===== src/rtl/lbr_pkg.sv =====
package lbr_pkg;
  typedef enum logic [1:0] {
    XFER_BRANCH = 2'd0,
    XFER_IRQ    = 2'd1,
    XFER_EXC    = 2'd2,
    XFER_DBG    = 2'd3
  } xfer_kind_e;

  localparam int CTL_W       = 16;
  localparam int CTL_EN_BIT  = 0;
  localparam int CTL_FRZ_BIT = 11;
endpackage


===== src/rtl/lbr_ctrl.sv =====
module lbr_ctrl
  import lbr_pkg::*;
(
  input  logic             clk,
  input  logic             rst_n,
  input  logic             ctl_wr,
  input  logic [CTL_W-1:0] ctl_word,
  input  logic             mon_irq,
  input  logic             evt_valid,
  input  logic [1:0]       evt_kind,
  output logic             rec_go,
  output logic             frz_q
);
  logic en_q, en_d;
  logic fctl_q, fctl_d;
  logic frz_d;

  // next state: a control write wins over a monitor interrupt
  always_comb begin
    en_d   = en_q;
    fctl_d = fctl_q;
    frz_d  = frz_q;
    if (ctl_wr) begin
      en_d   = ctl_word[CTL_EN_BIT];
      fctl_d = ctl_word[CTL_FRZ_BIT];
      frz_d  = 1'b0;
    end else if (fctl_q && mon_irq) begin
      frz_d  = 1'b1;
    end
  end

  always_ff @(posedge clk or negedge rst_n) begin
    if (!rst_n) begin
      en_q   <= 1'b0;
      fctl_q <= 1'b0;
      frz_q  <= 1'b0;
    end else begin
      en_q   <= en_d;
      fctl_q <= fctl_d;
      frz_q  <= frz_d;
    end
  end

  assign rec_go = evt_valid && en_q && !frz_q && (evt_kind != XFER_DBG);
endmodule


===== src/rtl/lbr_ptr.sv =====
module lbr_ptr #(
  parameter int DEPTH = 8,
  localparam int IW = (DEPTH > 1) ? $clog2(DEPTH) : 1
) (
  input  logic          clk,
  input  logic          rst_n,
  input  logic          step,
  output logic [IW-1:0] tos_q,
  output logic [IW-1:0] tos_nxt
);
  localparam logic [IW-1:0] LAST = IW'(DEPTH - 1);
  logic [IW-1:0] tos_d;

  assign tos_nxt = (tos_q == LAST) ? '0 : tos_q + 1'b1;

  always_comb begin
    tos_d = tos_q;
    if (step) tos_d = tos_nxt;
  end

  always_ff @(posedge clk or negedge rst_n) begin
    if (!rst_n) tos_q <= '0;
    else        tos_q <= tos_d;
  end
endmodule


===== src/rtl/lbr_store.sv =====
module lbr_store #(
  parameter int DEPTH = 8,
  parameter int AW    = 32,
  localparam int IW = (DEPTH > 1) ? $clog2(DEPTH) : 1
) (
  input  logic          clk,
  input  logic          rst_n,
  input  logic          we,
  input  logic [IW-1:0] wr_idx,
  input  logic [AW-1:0] wr_src,
  input  logic [AW-1:0] wr_dst,
  input  logic [IW-1:0] rd_idx,
  output logic [AW-1:0] rd_src,
  output logic [AW-1:0] rd_dst
);
  logic [AW-1:0] src_q [DEPTH];
  logic [AW-1:0] dst_q [DEPTH];

  for (genvar g = 0; g < DEPTH; g++) begin : g_ent
    logic ce;
    assign ce = we && (wr_idx == IW'(g));
    always_ff @(posedge clk or negedge rst_n) begin
      if (!rst_n) begin
        src_q[g] <= '0;
        dst_q[g] <= '0;
      end else if (ce) begin
        src_q[g] <= wr_src;
        dst_q[g] <= wr_dst;
      end
    end
  end

  always_comb begin
    rd_src = '0;
    rd_dst = '0;
    for (int k = 0; k < DEPTH; k++) begin
      if (rd_idx == IW'(k)) begin
        rd_src = src_q[k];
        rd_dst = dst_q[k];
      end
    end
  end
endmodule


===== src/rtl/lbr_ring.sv =====
module lbr_ring
  import lbr_pkg::*;
#(
  parameter int DEPTH = 8,
  parameter int AW    = 32,
  localparam int IW = (DEPTH > 1) ? $clog2(DEPTH) : 1
) (
  input  logic             clk,
  input  logic             rst_n,
  input  logic             ctl_wr,
  input  logic [CTL_W-1:0] ctl_word,
  input  logic             mon_irq,
  input  logic             evt_valid,
  input  logic [1:0]       evt_kind,
  input  logic [AW-1:0]    evt_src,
  input  logic [AW-1:0]    evt_dst,
  input  logic [IW-1:0]    rd_idx,
  output logic [AW-1:0]    rd_src,
  output logic [AW-1:0]    rd_dst,
  output logic [IW-1:0]    tos
);
  logic          rec_go;
  logic          frozen;
  logic [IW-1:0] tos_nxt;

  lbr_ctrl u_ctrl (
    .clk(clk), .rst_n(rst_n), .ctl_wr(ctl_wr), .ctl_word(ctl_word),
    .mon_irq(mon_irq), .evt_valid(evt_valid), .evt_kind(evt_kind),
    .rec_go(rec_go), .frz_q(frozen)
  );

  lbr_ptr #(.DEPTH(DEPTH)) u_ptr (
    .clk(clk), .rst_n(rst_n), .step(rec_go), .tos_q(tos), .tos_nxt(tos_nxt)
  );

  lbr_store #(.DEPTH(DEPTH), .AW(AW)) u_store (
    .clk(clk), .rst_n(rst_n), .we(rec_go), .wr_idx(tos_nxt),
    .wr_src(evt_src), .wr_dst(evt_dst), .rd_idx(rd_idx),
    .rd_src(rd_src), .rd_dst(rd_dst)
  );
endmodule


===== config.mk =====
export PLATFORM = sky130hd
export DESIGN_NAME = lbr_ring
export DESIGN_NICKNAME = d
export VERILOG_FILES = /design/src/rtl/lbr_pkg.sv /design/src/rtl/lbr_ctrl.sv /design/src/rtl/lbr_ptr.sv /design/src/rtl/lbr_store.sv /design/src/rtl/lbr_ring.sv
export SDC_FILE = /design/constraint.sdc
export NUM_CORES = 1
export LEC_CHECK = 0
export BUFFER_PORTS_ARGS = -buffer_cell sky130_fd_sc_hd__clkbuf_2
export CAP_MARGIN = 10
export CORE_ASPECT_RATIO = 1.2
export CORE_MARGIN = 2
export CORE_UTILIZATION = 34
export CTS_BUF_LIST = sky130_fd_sc_hd__clkbuf_16
export CTS_CLUSTER_SIZE = 12
export DETAILED_ROUTE_END_ITERATION = 7
export SLEW_MARGIN = 20
export SYNTH_ARGS = -nofsm -noshare
export SYNTH_HDL_FRONTEND = slang
export SYNTH_SLANG_ARGS = --single-unit

===== constraint.sdc =====
create_clock -name clk -period 3.8 [get_ports clk]
set_clock_uncertainty 0.05 [all_clocks]
set_input_delay 0.38 -clock clk [delete_from_list [all_inputs] [get_ports clk]]
set_output_delay 0.38 -clock clk [all_outputs]
set_load 0.03 [all_outputs]

## Word level (Yosys, flattened, before mapping)

Cells that the tools add are included.

| cells by class | value |
|---|---|
| $add $sub $neg | 1 |
| equality and inequality tests | 16 |
| mux-type cells | 19 |
| reduce and logical (&&, ||, !) cells | 16 |

Operators with widths:

| cell | number |
|---|---|
| $mux W32 | 16 |
| $eq A3 B3 Y1 const B | 9 |
| $eq A3 B2 Y1 const B | 4 |
| $logic_and A1 B1 Y1 | 12 |
| $eq A3 B1 Y1 const B | 2 |
| $logic_not A3 Y1 | 2 |
| $add A3 B1 Y3 const B | 1 |
| $mux W3 | 1 |
| $mux W1 | 2 |
| $ne A2 B2 Y1 const B | 1 |
| $reduce_bool A2 Y1 | 1 |
| $logic_not A1 Y1 | 1 |

| word-level totals | value |
|---|---|
| flip-flop bits (word level) | 518 |
| input port bits | 90 |
| output and inout bits | 67 |
| logic and storage cells | 72 |

## Longest topological paths before layout

| logic depth | value |
|---|---|
| word-level depth | 9 |
| depth in mapped cells | 7 |

## Modules after synthesis

A second synthesis with hierarchy kept.

| unflattened totals | value |
|---|---|
| cells, all modules | 1861 |
| area total of the unflattened synthesis | 24081.8 sq um |

By module, submodules not included:

| module | times used | cells each | area each (sq um) | seq. area each (sq um) |
|---|---|---|---|---|
| lbr_store | 1 | 1842 | 23820.3 | 12812.3 |
| lbr_ptr | 1 | 10 | 143.9 | 75.1 |
| lbr_ctrl | 1 | 9 | 117.6 | 75.1 |

## Worst setup path before layout

Ideal clock, no wire load.

| timing | value |
|---|---|
| kind | register to register |
| start | register u_ptr.tos_q[0] |
| end | register u_store.dst_q[32] in the netlist's numbering |
| arrival | 2.259 ns |
| required time | 3.623 ns |
| path slack | 1.364 ns |
| cell stages (with the launch flop) | 8 |
| period minus slack after synthesis | 2.436 ns |
| cell sequence | dfrtp_1 ha_1 ha_1 nor4b_4 and3_1 buf_4 buf_6 mux2_1 |

| between the ends | value |
|---|---|
| word-level cells in the longest chain between the ends | 4 |
| elaborated cells on any way between the ends | 5 |

Ends and longest elaborated chain:

| element | RTL line | RTL |
|---|---|---|
| from (decl) | lbr_ptr.sv:8 | `output logic [IW-1:0] tos_q,` |
| from (signal assigned) | lbr_ptr.sv:23 | `else tos_q <= tos_d;` |
| $add A3 B1 Y3 / $eq A3 B3 Y1 (equally long branches) | lbr_ptr.sv:14 | `assign tos_nxt = (tos_q == LAST) ? '0 : tos_q + 1'b1;` |
| $mux W3 (*) | lbr_ptr.sv:14 |  |
| net tos_nxt[2] | lbr_ring.sv:24 | `logic [IW-1:0] tos_nxt;` |
| $eq A3 B3 Y1 (*) | lbr_store.sv:21 | `assign ce = we && (wr_idx == IW'(g));` |
| $logic_and A1 B1 Y1 (*) | lbr_store.sv:21 |  |
| to (signal, indexed assignment) | lbr_store.sv:28 | `dst_q[g] <= wr_dst;` |
| to (decl) | lbr_store.sv:17 | `logic [AW-1:0] dst_q [DEPTH];` |

The timed path passes the listed nets; every way through them passes the cells marked *.
A chain may end at the register's enable or synchronous reset.

## Final worst setup path

| timing | value |
|---|---|
| start | register u_ptr.tos_q[0] |
| end | register u_store.dst_q[12] in the netlist's numbering |

Same word-level chain as after synthesis.

==> impl_metrics.tcl <==
set metrics [dict create \
    outcome "completed" \
    cts_tree "done" \
    report.power.total_mw 19.79 \
    path_cells "ha_1, ha_1, nor4b_4, nand3_4, buf_12, mux2_2" \
    numClockSinks 518 \
    path_common_cell "ha_1" \
    numCtsBuffers 55 \
    design_area_um2 27540 \
    synth_xor_area_share_pct 0 \
    die_w_um 246.3 \
    ys_seq_elements 518 \
    setup_viol 0 \
    synth_top_family_by_area "multiplexers" \
    ir_drop_v 0.0003890 \
    die_h_um 294.8 \
    power_density_nw_per_um2 718.6 \
    crit_arrival_ns 3.41 \
    drive_gt1_share_pct 38.01 \
    area_growth_pct 14.94 \
    yosys.area_share.simple_pct 3.437 \
    vias_per_cell 5.359 \
    layout_common_cells "518 x dfrtp_1, 463 x mux2_2, 138 x clkbuf_2" \
    final_common_cell "dfrtp_1" \
    yosys_warnings 0 \
    dp_hpwl_um 35350 \
    hold_path.class "primary input to flip-flop" \
    start_kind "flip-flop" \
    syn_area_per_cell_um2 13.43 \
    route.detailed.drc 0 \
    floorplan.die_area_um2 72610 \
    worstMarginPinSlew_ns 0.8604 \
    port_buffers 142 \
    avgRoutedWirePerCell_um 22.12 \
    max_freq_mhz 336.0 \
    placed_cells 2748 \
    cts_buffer_depth 3 \
    synth_compound_area_share_pct 9.558 \
    syn-cell-area_um2 23960 \
    placed_cell_area_um2 25810 \
    muxShareOfSynthArea_pct 30.05 \
    seqCellArea_um2 12960 \
    nets 1984 \
    synth_ff_type "dfrtp_1" \
    multi_input_area_um2 10430 \
    antenna_left 0 \
    worstSkewPairLatency_ns 0.59 \
    grt_pass1_vias 16237 \
    hold_viol_final 0 \
    rsz0062_at_grt "no" \
    netlist.area_leader.share_pct 54.11 \
    setup.worst_path.class "flip-flop to flip-flop" \
    grt_pass1_wl_um 97450 \
    synth_area_leader_cell "dfrtp_1" \
    cp-end-kind "flip-flop" \
    core_area_um2 69760 \
    h-tree-depth 2 \
    drtPass1Iterations 4 \
    synth_fp_nets 1876 \
    hold_buffers 5 \
    critPathSlowestCell "nand3_4" \
    fill_cells 6645 \
    ys_seq_area_share_pct 54.11 \
    max_cap_violations 0 \
    cp.required_ns 4.23 \
    synthAdderAreaFrac_pct 0.1045 \
    place_congestion 0.7252 \
    cts-root-buf "clkbuf_16" \
    grt_max_degree 113 \
    synthArstFlopShare_pct 100.0 \
    num_rows 106 \
    timing_max_transition_violations_final 0 \
    synth_edf_count 0 \
    max_stage_delay_ns 0.53 \
    synth.distinct_cells 42 \
    ioPinCount 157 \
    ctsResizeCount 0 \
    fin_crit_sh_pct 78.33 \
    postCtsSetupBuffers 0 \
    syn_inst 1784 \
    grt.total_usage_pct 17.51 \
    gr-total-overflow 0 \
    wirelength_um 63130 \
    power.static_leakage_nw 12.93 \
    fin_crit_ns 2.976 \
    maxSlewHeadroom_pct 42.43 \
    cp_max_fo 30 \
    synth.area.top_cells "dfrtp_1 54%, mux2_2 22%, mux2i_1 4.8%" \
    drt-initial-drc-count 761 \
    final_cells 2854 \
    clk_pin_slew_ns 0.06 \
    start_util_pct 34.34 \
    antenna_found_initial 6 \
    fin_tns_setup_ns 0 \
    vias 15294 \
]
## area by class of cell
cell class,instances,share of cell area [%]
Sequential cell,518,47.07
Multi-Input combinational cell,1130,37.88
Clock buffer,57,5.180
Timing Repair Buffer,186,4.762
Tap cell,918,4.171
Clock inverter,39,0.8724
Antenna cell,5,0.04544
Inverter,1,0.01363
## cell families after synthesis
group,Yosys count
multiplexers,647
flip-flops,518
AO/OA/AOI/OAI,292
AND/OR/NAND/NOR,189
buffers and inverters,136
adder cells (fa/ha/maj),2
## critical path: cells and delay by family, from the launching register on
family                     cells  cell delay, ns
adders and majority gates      2            0.58
buffers and inverters          1            0.39
DFF                            1            0.48
muxes                          1            0.30
and+or+nand+nor                2            1.01
## synth_stat cells, types with 11 or more instances
cell,n
o221ai_1,21
a21oi_1,53
a2bb2oi_1,68
buf_2,52
a22o_1,98
nand2_1,83
buf_1,23
clkbuf_1,44
mux2i_1,115
o21a_1,11
dfrtp_1,518
mux2_1,64
mux2_2,463
nor2_1,81
## final timing paths
path	start	end	slack, ns	cells after the start
worst max-delay path	u_ptr.tos_q[0]$_DFFE_PN0P_	u_store.dst_q[12]$_DFFE_PN0P_	0.82	6
worst min-delay path	evt_src[5]	u_store.src_q[37]$_DFFE_PN0P_	0.06	2
worst max register to register	u_ptr.tos_q[0]$_DFFE_PN0P_	u_store.dst_q[12]$_DFFE_PN0P_	0.82	6
worst min register to register	u_store.src_q[55]$_DFFE_PN0P_	u_store.src_q[55]$_DFFE_PN0P_	0.43	1
max in group asynchronous	rst_n	u_store.src_q[180]$_DFFE_PN0P_	2.20	3
min in group asynchronous	rst_n	u_store.dst_q[89]$_DFFE_PN0P_	0.40	2
## through the flow
| step | setup slack [ns] | util (%) | hold WS, ns |
|---|---|---|---|
| finish | 0.8236 | 39.47 | 0.06366 |
| global route | 0.6577 | 39.47 | 0.03841 |
| CTS | 0.7510 | 39.45 | 0.02033 |
| detailed placement | 0.7865 | 36.99 | 0.4207 |
| global placement | 0.7817 | 36.99 | 0.4144 |
| floorplan | 1.364 | - | 0.03441 |
## layer usage
layer  GRT usage [%]  part of all wire [%]
met4           5.907                   2.9
met3           2.777                   4.0
met5               0                 0.036
met1           22.43                    44
met2           29.99                    49
## sequential cells by signal, indices dropped and copies added, names as in the netlist
signal	cells
u_store.dst_q	256
u_store.src_q	256
u_ctrl.fctl_q	1
u_ctrl.en_q	1
u_ptr.tos_q	3
u_ctrl.frz_q	1
## power breakdown
part	switching [mW]	total, mW	internal [mW]	leakage, nW
Clock	2.17	5.05	2.88	0.871
Combinational	2.61	5.68	3.07	5.46
Sequential	1.19	9.06	7.86	6.60
Total	5.97	19.8	13.8	12.9
No activity file was read; power rests on OpenSTA's default activity.
